--- config.mk ---
export PLATFORM = sky130hd
export DESIGN_NAME = dadp_top
export DESIGN_NICKNAME = d
export VERILOG_FILES = /design/src/rtl/dadp_pkg.sv /design/src/rtl/dadp_lut.sv /design/src/rtl/dadp_shreg.sv /design/src/rtl/dadp_ctrl.sv /design/src/rtl/dadp_top.sv
export SDC_FILE = /design/constraint.sdc
export NUM_CORES = 1
export LEC_CHECK = 0
export ABC_CLOCK_PERIOD_IN_PS = 3450
export BUFFER_PORTS_ARGS = -buffer_cell sky130_fd_sc_hd__clkbuf_2
export CAP_MARGIN = 20
export CORE_MARGIN = 5
export CORE_UTILIZATION = 39
export DETAILED_ROUTE_END_ITERATION = 8
export GPL_ROUTABILITY_DRIVEN = 1
export GPL_TIMING_DRIVEN = 0
export PLACE_DENSITY = 0.61
export SLEW_MARGIN = 20
export SYNTH_ARGS = -nofsm -noshare
export SYNTH_HDL_FRONTEND = slang
export SYNTH_SLANG_ARGS = --single-unit
--- constraint.sdc ---
create_clock -name clk -period 3.45 [get_ports clk]
set_input_delay 0.8625 -clock clk [delete_from_list [all_inputs] [get_ports clk]]
set_output_delay 0.8625 -clock clk [all_outputs]
set_load 0.02 [all_outputs]
--- src/rtl/dadp_pkg.sv ---
`timescale 1ns/1ps
package dadp_pkg;
    typedef enum logic [0:0] {
        ST_IDLE = 1'b0,
        ST_RUN  = 1'b1
    } dadp_state_e;
endpackage

--- src/rtl/dadp_lut.sv ---
`timescale 1ns/1ps
module dadp_lut #(
    parameter int K      = 3,
    parameter int COEF_W = 5,
    parameter int VAL_W  = 6,
    parameter logic [K*COEF_W-1:0] COEFS = '0
) (
    input  logic [K-1:0]            addr,
    output logic signed [VAL_W-1:0] value
);
    localparam int DEPTH = 1 << K;

    logic signed [VAL_W-1:0] tbl [DEPTH];

    // every subset sum of the coefficients, one entry per address
    always_comb begin
        for (int a = 0; a < DEPTH; a++) begin
            tbl[a] = '0;
            for (int k = 0; k < K; k++) begin
                if (((a >> k) & 1) == 1) begin
                    tbl[a] = tbl[a] + VAL_W'($signed(COEFS[k*COEF_W +: COEF_W]));
                end
            end
        end
    end

    assign value = tbl[addr];
endmodule

--- src/rtl/dadp_shreg.sv ---
`timescale 1ns/1ps
module dadp_shreg #(
    parameter int K      = 3,
    parameter int DATA_W = 4
) (
    input  logic                clk,
    input  logic                rst_n,
    input  logic                load,
    input  logic                shift,
    input  logic [K*DATA_W-1:0] x_flat,
    output logic [K-1:0]        bits
);
    for (genvar k = 0; k < K; k++) begin : g_lane
        logic [DATA_W-1:0] sr_q;

        always_ff @(posedge clk or negedge rst_n) begin
            if (!rst_n) begin
                sr_q <= '0;
            end else if (load) begin
                sr_q <= x_flat[k*DATA_W +: DATA_W];
            end else if (shift) begin
                sr_q <= sr_q >> 1;
            end
        end

        assign bits[k] = sr_q[0];
    end
endmodule

--- src/rtl/dadp_ctrl.sv ---
`timescale 1ns/1ps
module dadp_ctrl
    import dadp_pkg::*;
#(
    parameter int DATA_W = 4
) (
    input  logic clk,
    input  logic rst_n,
    input  logic start,
    output logic load,
    output logic step,
    output logic last,
    output logic done
);
    localparam int CNT_W = $clog2(DATA_W);
    localparam logic [CNT_W-1:0] LAST_BIT = CNT_W'(DATA_W - 1);

    dadp_state_e       state_q, state_d;
    logic [CNT_W-1:0]  cnt_q, cnt_d;
    logic              done_q;

    // state register
    always_ff @(posedge clk or negedge rst_n) begin
        if (!rst_n) begin
            state_q <= ST_IDLE;
            cnt_q   <= '0;
            done_q  <= 1'b0;
        end else begin
            state_q <= state_d;
            cnt_q   <= cnt_d;
            done_q  <= last;
        end
    end

    // next state
    always_comb begin
        state_d = state_q;
        cnt_d   = cnt_q;
        unique case (state_q)
            ST_IDLE: begin
                if (start) begin
                    state_d = ST_RUN;
                    cnt_d   = '0;
                end
            end
            ST_RUN: begin
                if (cnt_q == LAST_BIT) begin
                    state_d = ST_IDLE;
                end else begin
                    cnt_d = cnt_q + 1'b1;
                end
            end
            default: state_d = ST_IDLE;
        endcase
    end

    // outputs
    always_comb begin
        load = 1'b0;
        step = 1'b0;
        last = 1'b0;
        unique case (state_q)
            ST_IDLE: load = start;
            ST_RUN: begin
                step = 1'b1;
                last = (cnt_q == LAST_BIT);
            end
            default: ;
        endcase
    end

    assign done = done_q;
endmodule

--- src/rtl/dadp_top.sv ---
`timescale 1ns/1ps
module dadp_top #(
    parameter int K      = 3,
    parameter int DATA_W = 4,
    parameter int COEF_W = 5,
    parameter int INT_W  = 6,
    parameter logic [K*COEF_W-1:0] COEFS = {5'd5, 5'h1F, 5'd3}
) (
    input  logic                              clk,
    input  logic                              rst_n,
    input  logic                              start,
    input  logic [K*DATA_W-1:0]               x_flat,
    output logic                              done,
    output logic signed [INT_W+DATA_W-2:0]    acc
);
    localparam int FRAC_W = DATA_W - 1;
    localparam int ACC_W  = INT_W + FRAC_W;

    logic                    load, step, last;
    logic [K-1:0]            addr;
    logic signed [INT_W-1:0] lut_val;
    logic signed [ACC_W-1:0] acc_q, acc_d, term;

    dadp_ctrl #(.DATA_W(DATA_W)) u_ctrl (
        .clk   (clk),
        .rst_n (rst_n),
        .start (start),
        .load  (load),
        .step  (step),
        .last  (last),
        .done  (done)
    );

    dadp_shreg #(.K(K), .DATA_W(DATA_W)) u_shreg (
        .clk    (clk),
        .rst_n  (rst_n),
        .load   (load),
        .shift  (step),
        .x_flat (x_flat),
        .bits   (addr)
    );

    dadp_lut #(.K(K), .COEF_W(COEF_W), .VAL_W(INT_W), .COEFS(COEFS)) u_lut (
        .addr  (addr),
        .value (lut_val)
    );

    // table value aligned to the binary point; negated on the sign bit
    always_comb begin
        term = ACC_W'(lut_val) <<< FRAC_W;
        if (last) begin
            acc_d = (acc_q >>> 1) - term;
        end else begin
            acc_d = (acc_q >>> 1) + term;
        end
    end

    always_ff @(posedge clk or negedge rst_n) begin
        if (!rst_n) begin
            acc_q <= '0;
        end else if (load) begin
            acc_q <= '0;
        end else if (step) begin
            acc_q <= acc_d;
        end
    end

    assign acc = acc_q;
endmodule

==> flow_metrics.env, run 1 <==
export IMPL_status="finished, final reports clean"
export IMPL_arrival_ps=2930
export IMPL_synth_top_area_share_pct=41.7
export IMPL_drtIter0Drc=21
export IMPL_ys_seq_area_share_pct=41.7
export IMPL_io_pins=25
export IMPL_tightest_slew_ps=727
export IMPL_synth_most_common_cell="dfrtp_1"
export IMPL_pwr_share_clk_pct=9.2
export IMPL_layout_drive_gt1_share_pct=22.3
export IMPL_period_share_pct=79.0
export IMPL_synth_top_area_cell="dfrtp_1"
export IMPL_io_buffer_count=23
export IMPL_fin_skew_ps=2.24
export IMPL_gp_congestion=0.771
export IMPL_leakage_nw=0.854
export IMPL_setup_tns_ps=0
export IMPL_yosys_warnings=0
export IMPL_synthesis_area_mm2=0.00150
export IMPL_antenna_cells=0
export IMPL_start_util_pct=40.7
export IMPL_grt_util_all_layers_pct=13.5
export IMPL_pwr_density_cell_mw_per_mm2=1160
export IMPL_swShare_pct=45.6
export IMPL_max_cap_violations=0
export IMPL_htreeDepth=1
export IMPL_wl_per_cell_um=13.6
export IMPL_grt_max_degree=26
export IMPL_hold_viol_final=0
export IMPL_async_reset_ff_share_pct=100
export IMPL_syn_instance_count=148
export IMPL_dp_final_hpwl_um=2300
export IMPL_die_area_mm2=0.00519
export IMPL_cts_tree="yes"
export IMPL_clockBufferDepth=2
export IMPL_synth_main_ff_cell="dfrtp_1"
export IMPL_whs_ps=492
export IMPL_cts_setup_buffers=0
export IMPL_fin_nets=205
export IMPL_ys_ff_latch=25
export IMPL_synth_fp_nets=177
export IMPL_comb_power_share_pct=64.9
export IMPL_cts_made_buffers=3
export IMPL_start_kind="flop"
export IMPL_die_width_um=72.0
export IMPL_internal_power_mw=1.09
export IMPL_min_path_type="reg -> reg"
export IMPL_ir_drop_uv=351
export IMPL_cts_root_buf="clkbuf_8"
export IMPL_crit_type="reg -> reg"
export IMPL_slew_limit_headroom_pct=51.3
export IMPL_ctsHoldBuffers=0
export IMPL_row_count=22
export IMPL_drt_wl_total_um=3030
export IMPL_crit_fanout=5
export IMPL_crit_path_end_kind="flop"
export IMPL_rsz0062_at_grt="false"
export IMPL_drtAntennaViolNets=0
export IMPL_synth_enable_flop_cells=0
export IMPL_drv_slew=0
export IMPL_ctsResizeCount=0
export IMPL_design_core_area_mm2=0.00369
export IMPL_seq_power_share_pct=25.9
export IMPL_finalSetupViolations=0
export IMPL_syn2layout_area_growth_pct=14.9
export IMPL_fp_dieH_um=72.0
export IMPL_p_switching_uw=915
export IMPL_ys_top_cells_by_area="dfrtp_1, ha_1, mux2i_1"
export IMPL_path_clk_slew_ps=100
export IMPL_vias_per_cell=5.20
export IMPL_ys_types=33
export IMPL_grt_pass1_wl_um=5460
export IMPL_grt_pass1_vias=1195
export IMPL_num_vias=1159
export IMPL_fmax_mhz=367
export IMPL_first_pass_iters=4
export IMPL_syn_avg_cell_area_um2=10.1
export IMPL_overflow=0
export IMPL_cts_sinks=25
export IMPL_synth_commonest_cells="dfrtp_1, nand2_1, o21ai_0, mux2i_1, ha_1"
export IMPL_fin_crit_ps=2730
export IMPL_drc=0
export IMPL_cp_required_ps=3650
export IMPL_clock_latency_ps=280
export IMPL_antenna_found_initial=0
[critical path, cell delays in order, from the launching register on]
cell and delay [ps]:
dfrtp_1 430, inv_1 100, ha_1 370, xnor2_1 240
ha_1 220, nor2_1 60, xor2_1 150, ha_1 350
o21ai_0 100, a21oi_1 200, o22ai_1 130, nand2b_1 170
o211ai_2 130
[through the flow]
stage,setup slack [ps],cell area (um2),std cells,utilization (%),power (mW)
after floorplan,1030,1500,148,-,1.54
after global placement,771,1680,219,45.5,1.77
after detailed placement,706,1680,219,45.5,1.84
after CTS,678,1730,223,46.8,2.03
after global routing,475,1730,223,46.8,2.23
final,723,1730,223,46.8,2.01
[final timing paths]
| path | startpoint | to | slack [ps] | cells after the start |
|---|---|---|---|---|
| worst max-delay path | u_shreg.g_lane[0].sr_q[0] | acc[8] | 720 | 12 |
| worst min register to register | u_shreg.g_lane[0].sr_q[2] | u_shreg.g_lane[0].sr_q[1] | 490 | 2 |
| min in group asynchronous | rst_n | acc[6] | 580 | 1 |
| max in group asynchronous | rst_n | u_shreg.g_lane[1].sr_q[1] | 2460 | 1 |
| worst max register to register | u_shreg.g_lane[0].sr_q[0] | acc[8] | 720 | 12 |
| worst min-delay path | u_shreg.g_lane[0].sr_q[2] | u_shreg.g_lane[0].sr_q[1] | 490 | 2 |
[area by class of cell]
type / instances / area [um2]
buffer: 6 / 33.8
multi-input combinational: 108 / 808
tap: 48 / 60.1
inverter: 9 / 33.8
fill: 364 / 1960
sequential: 25 / 626
clock buffer: 3 / 41.3
timing repair buffer: 23 / 115
clock inverter: 1 / 7.51
[state kept, by name, indices dropped and copies added, names as in the netlist]
signal	count
u_ctrl.cnt_q	2
u_shreg.g_lane.sr_q	12
u_ctrl.done	1
acc	9
u_ctrl.state_q	1
[cell usage in the layout, fill, tap and decap left out, types with 4 or more instances in the layout]
master,count
a21oi_1,4
clkbuf_2,23
dfrtp_1,25
ha_1,13
inv_1,9
mux2i_1,14
nand2_1,20
nor2_1,8
o21ai_0,15
o22ai_1,4
xor2_1,5
[layer usage]
metal | share of wire [%] | global-route usage [%]
met5 | 0 | 0
met1 | 47 | 16.8
met2 | 46 | 21.5
met3 | 4.5 | 2.91
met4 | 2.5 | 7.52
[logic make-up after synthesis]
| family | Yosys count | synth area share (%) |
|---|---|---|
| AO/OA/AOI/OAI | 33 | 13.8 |
| XOR/XNOR | 8 | 5.17 |
| adder cells (fa/ha/maj) | 14 | 12.2 |
| buffers and inverters | 15 | 4.50 |
| flip-flops | 25 | 41.7 |
| multiplexers | 14 | 9.33 |
| AND/OR/NAND/NOR | 39 | 13.4 |
[power groups by stage]
stage	clock [mW]	combinational (mW)	sequential (mW)
after floorplan	0	0.963	0.576
after global placement	0	1.25	0.521
after detailed placement	0	1.31	0.526
after CTS	0.195	1.32	0.521
after global routing	0.207	1.48	0.537
final	0.185	1.30	0.520
Power figures use the tool's default switching activity.
==> run 2: changes to the inputs <==
ABC_CLOCK_PERIOD_IN_PS = 2800   (was 3450)
clock period = 2.8 ns   (was 3.45 ns; I/O delays follow)
==> run 2 against run 1 <==
Against the previous run:
- final area rose by 1.7%
- sequential cell count did not move
- fmax rose by 5.1%
- sequential share of layout area fell by 0.59 points
- total power rose by 27%
- setup slack got worse by 520 ps
- clock power rose by 24%
- critical path type unchanged
- highest routed layer unchanged
==> flow_metrics.env, run 2 (same netlist as run 1, synthesis figures left out) <==
export IMPL_antenna_found_initial=0
export IMPL_status="finished, final reports clean"
export IMPL_multiInputGateArea_um2=822
export IMPL_setup_tns_ps=0
export IMPL_leakage_nw=0.867
export IMPL_pwr_density_cell_mw_per_mm2=1450
export IMPL_whs_ps=420
export IMPL_layout_drive_gt1_share_pct=24.9
export IMPL_dp_final_hpwl_um=2300
export IMPL_vias_per_cell=5.17
export IMPL_max_flop_register="u_shreg.g_lane.sr_q"
export IMPL_period_share_pct=92.7
export IMPL_gp_congestion=0.771
export IMPL_die_area_mm2=0.00519
export IMPL_overflow=0
export IMPL_cp_required_ps=2960
export IMPL_slew_limit_headroom_pct=51.2
export IMPL_grt_pass1_wl_um=5460
export IMPL_path_clk_slew_ps=100
export IMPL_dp_cells=219
export IMPL_die_width_um=72.0
export IMPL_clockBufferDepth=2
export IMPL_io_buffer_count=23
export IMPL_drc=0
export IMPL_crit_type="reg -> reg"
export IMPL_seqCellArea_um2=626
export IMPL_drv_slew=0
export IMPL_drtAntennaViolNets=0
export IMPL_hold_viol_final=0
export IMPL_min_path_type="in -> async"
export IMPL_io_pins=25
export IMPL_mostFrequentLayoutCell="dfrtp_1"
export IMPL_row_count=22
export IMPL_start_util_pct=40.7
export IMPL_finalSetupViolations=0
export IMPL_crit_fanout=4
export IMPL_max_cap_violations=0
export IMPL_cts_sinks=25
export IMPL_fin_nets=207
export IMPL_drtIter0Drc=33
export IMPL_design_core_area_mm2=0.00369
export IMPL_grt_util_all_layers_pct=13.5
export IMPL_arrival_ps=2760
export IMPL_start_kind="flop"
export IMPL_cts_made_buffers=3
export IMPL_syn2layout_area_growth_pct=16.8
export IMPL_fillers=357
export IMPL_crit_path_end_kind="flop"
export IMPL_num_vias=1164
export IMPL_fp_dieH_um=72.0
export IMPL_most_common_layout_cells="dfrtp_1, clkbuf_2, nand2_1"
export IMPL_largest_reg_flops=12
export IMPL_ir_drop_uv=440
export IMPL_cts_root_buf="clkbuf_8"
export IMPL_fmax_mhz=385
export IMPL_fin_crit_ps=2600
export IMPL_cts_tree="yes"
export IMPL_tightest_slew_ps=729
export IMPL_antenna_cells=0
export IMPL_grt_max_degree=26
export IMPL_drt_wl_total_um=3110
export IMPL_first_pass_iters=4
export IMPL_grt_pass1_vias=1195
export IMPL_wl_per_cell_um=13.8
export IMPL_fin_skew_ps=1.95
export IMPL_stdcell_count=225
export IMPL_power_mw=2.54
export IMPL_clock_latency_ps=280
export IMPL_htreeDepth=1
## run 2: cell type report
cell class / count / share of cell area [%]
clock inverter: 1 / 0.428
clock buffer: 3 / 2.35
timing repair buffer: 25 / 7.42
buffer: 6 / 1.93
sequential: 25 / 35.7
inverter: 9 / 1.93
tap: 48 / 3.42
multi-input combinational: 108 / 46.9
## run 2: path summary, 6_finish.rpt
path,endpoint,cells after the start,start,slack [ps]
min,acc[6],1,rst_n,420
max in group asynchronous,u_shreg.g_lane[1].sr_q[1],1,rst_n,1970
max reg2reg,acc[8],12,u_shreg.g_lane[0].sr_q[0],200
max,acc[8],12,u_shreg.g_lane[0].sr_q[0],200
min reg2reg,u_shreg.g_lane[0].sr_q[1],2,u_shreg.g_lane[0].sr_q[2],490
min in group clk,u_shreg.g_lane[0].sr_q[1],2,u_shreg.g_lane[0].sr_q[2],490
## run 2: worst max-delay path, cell delays in order, from the launching register on
cell and delay, ps:
dfrtp_1 430, inv_1 120, ha_2 330, xnor2_2 160
ha_1 210, nor2_1 140, xor2_1 180, ha_1 300
o21ai_1 170, a21oi_2 60, o22ai_1 160, nand2b_1 150
o211ai_2 80
## run 2: what timing repair did
item | CTS | global route
setup buffers | 0 | 2
resized for setup | 0 | 5
hold buffers | 0 | 0
endpoints found under the setup margin | 0 | 2
## run 2: layer usage
metal / GRT usage [%] / vias to the layer above / wire length [um]
met1: 16.8 / 566 / 1430
li1: - / 565 / -
met2: 21.5 / 27 / 1470
met5: 0 / - / 0
met4: 7.52 / 0 / 75
met3: 2.91 / 6 / 135
## run 2: stage by stage
| step | worst slack (ps) | area, um2 | utilization [%] |
|---|---|---|---|
| finish | 205 | 1750 | 47.6 |
| global placement | 121 | 1680 | 45.5 |
| CTS | 28.1 | 1730 | 46.8 |
| floorplan | 381 | 1500 | - |
| detailed placement | 55.7 | 1680 | 45.5 |
| global route | -10.5 | 1750 | 47.6 |
## run 2: report_power, final
group,leakage (nW),total (mW),switching (mW),internal (mW)
Sequential,0.319,0.638,0.111,0.527
Combinational,0.526,1.68,0.924,0.753
Clock,0.0217,0.229,0.128,0.101
Total,0.867,2.54,1.16,1.38
==> run 3: changes to the inputs <==
CORE_ASPECT_RATIO = 1.25   (was default)
==> run 3 against run 2 <==
Against the previous run:
- utilization fell by 1.2 points
- fmax fell by 0.65%
- non-clock buffer count did not move
- setup slack got worse by 17 ps
- worst hold slack better by 18 ps
- sequential power barely moved
- count of clock-buffer cells in the layout up 1
- register-to-register slack lost 20 ps
- cell count is 3.6% lower
- critical path type unchanged
- critical endpoint unchanged
- highest routed layer unchanged
==> flow_metrics.env, run 3 (same netlist as run 1, synthesis figures left out) <==
export IMPL_ctsHoldBuffers=0
export IMPL_die_width_um=65.5
export IMPL_die_area_mm2=0.00520
export IMPL_drtAntennaViolNets=0
export IMPL_layout_drive_gt1_share_pct=24.9
export IMPL_cp_required_ps=3000
export IMPL_mostFrequentLayoutCell="dfrtp_1"
export IMPL_min_path_type="in -> async"
export IMPL_arrival_ps=2810
export IMPL_finalSetupViolations=0
export IMPL_first_pass_iters=4
export IMPL_num_vias=1137
export IMPL_dp_final_hpwl_um=2300
export IMPL_fin_crit_ps=2610
export IMPL_wl_per_cell_um=13.7
export IMPL_io_buffer_count=23
export IMPL_crit_fanout=5
export IMPL_drc=0
export IMPL_cts_sinks=25
export IMPL_fin_util_pct=46.4
export IMPL_antenna_cells=0
export IMPL_grt_max_degree=26
export IMPL_pwr_density_cell_mw_per_mm2=1450
export IMPL_period_share_pct=93.3
export IMPL_grt_pass1_vias=1218
export IMPL_design_core_area_mm2=0.00375
export IMPL_drtIter0Drc=25
export IMPL_io_pins=25
export IMPL_fmax_mhz=383
export IMPL_vias_per_cell=5.24
export IMPL_clockBufferDepth=2
export IMPL_setup_tns_ps=0
export IMPL_start_util_pct=40.0
export IMPL_crit_path_end_kind="flop"
export IMPL_hold_viol_final=0
export IMPL_tightest_slew_ps=643
export IMPL_ir_drop_uv=453
export IMPL_fin_skew_ps=3.51
export IMPL_cts_root_buf="clkbuf_8"
export IMPL_path_clk_slew_ps=90
export IMPL_slew_limit_headroom_pct=57.2
export IMPL_power_mw=2.53
export IMPL_cts_tree="yes"
export IMPL_grt_util_all_layers_pct=12.6
export IMPL_fin_nets=207
export IMPL_max_cap_violations=0
export IMPL_htreeDepth=1
export IMPL_largest_reg_flops=12
export IMPL_clock_latency_ps=270
export IMPL_stdcell_count=217
export IMPL_row_count=25
export IMPL_drt_wl_total_um=2960
export IMPL_grt_pass1_wl_um=5260
export IMPL_setup_slack_ps=188
export IMPL_drv_slew=0
export IMPL_fp_dieH_um=79.4
export IMPL_start_kind="flop"
export IMPL_most_common_layout_cells="dfrtp_1, clkbuf_2, nand2_1"
export IMPL_gp_congestion=0.751
export IMPL_cts_made_buffers=3
export IMPL_max_flop_register="u_shreg.g_lane.sr_q"
export IMPL_fillers=363
export IMPL_overflow=0
export IMPL_syn2layout_area_growth_pct=16.0
export IMPL_crit_type="reg -> reg"
export IMPL_leakage_nw=0.867
export IMPL_status="finished, final reports clean"
export IMPL_antenna_found_initial=0
export IMPL_dp_cells=211
export IMPL_post_place_ws_ps=51.6
## run 3: cell type report
| class | count | area (um2) | area share, % |
|---|---|---|---|
| timing repair buffer | 25 | 130 | 7.47 |
| sequential | 25 | 627 | 36.0 |
| inverter | 9 | 33.8 | 1.94 |
| buffer | 6 | 33.8 | 1.94 |
| clock buffer | 4 | 45.0 | 2.59 |
| tap | 40 | 50.0 | 2.87 |
| multi-input combinational | 108 | 822 | 47.2 |
## run 3: worst max-delay path, cell delays in order, from the launching register on
cell      delay [ps]
dfrtp_2          450
inv_1            120
ha_2             320
xnor2_2          160
ha_1             270
nand2_1           40
o21ai_1          150
inv_1             70
ha_1             280
nand2b_1          90
a21oi_2          170
o22ai_1          120
nand2b_1         160
o211ai_2         130
## run 3: worst paths after layout
kind / from / end / slack, ps / cells after the start
max in group asynchronous: rst_n / u_shreg.g_lane[0].sr_q[0] / 1910 / 1
setup reg to reg: u_shreg.g_lane[0].sr_q[0] / acc[8] / 190 / 13
hold / removal: rst_n / u_ctrl.done / 440 / 1
min in group clk: u_shreg.g_lane[0].sr_q[2] / u_shreg.g_lane[0].sr_q[1] / 490 / 2
setup / recovery: u_shreg.g_lane[0].sr_q[0] / acc[8] / 190 / 13
hold reg to reg: u_shreg.g_lane[0].sr_q[2] / u_shreg.g_lane[0].sr_q[1] / 490 / 2
## run 3: per-stage QoR
| step | cell area [um2] | hold slack, ps |
|---|---|---|
| 4_1_cts | 1710 | 456 |
| 2_1_floorplan | 1500 | 404 |
| 5_1_grt | 1740 | 482 |
| 3_3_place_gp | 1670 | 466 |
| 6_report | 1740 | 438 |
| 3_5_place_dp | 1670 | 476 |
## run 3: what timing repair did
item                       CTS  global route
gates resized for setup      0             6
buffers inserted             0             2
setup endpoints to repair    0             2
## run 3: where the power goes
part	internal [mW]	switching [mW]	total (mW)
sequential	0.528	0.112	0.640
clock	0.102	0.116	0.218
combinational	0.753	0.921	1.67
total	1.38	1.15	2.53
## run 3: routing by layer
layer | wire, um | track usage [%]
met1 | 1300 | 15.2
met2 | 1520 | 22.5
met3 | 117 | 2.39
met4 | 20 | 3.53
met5 | 0 | 0
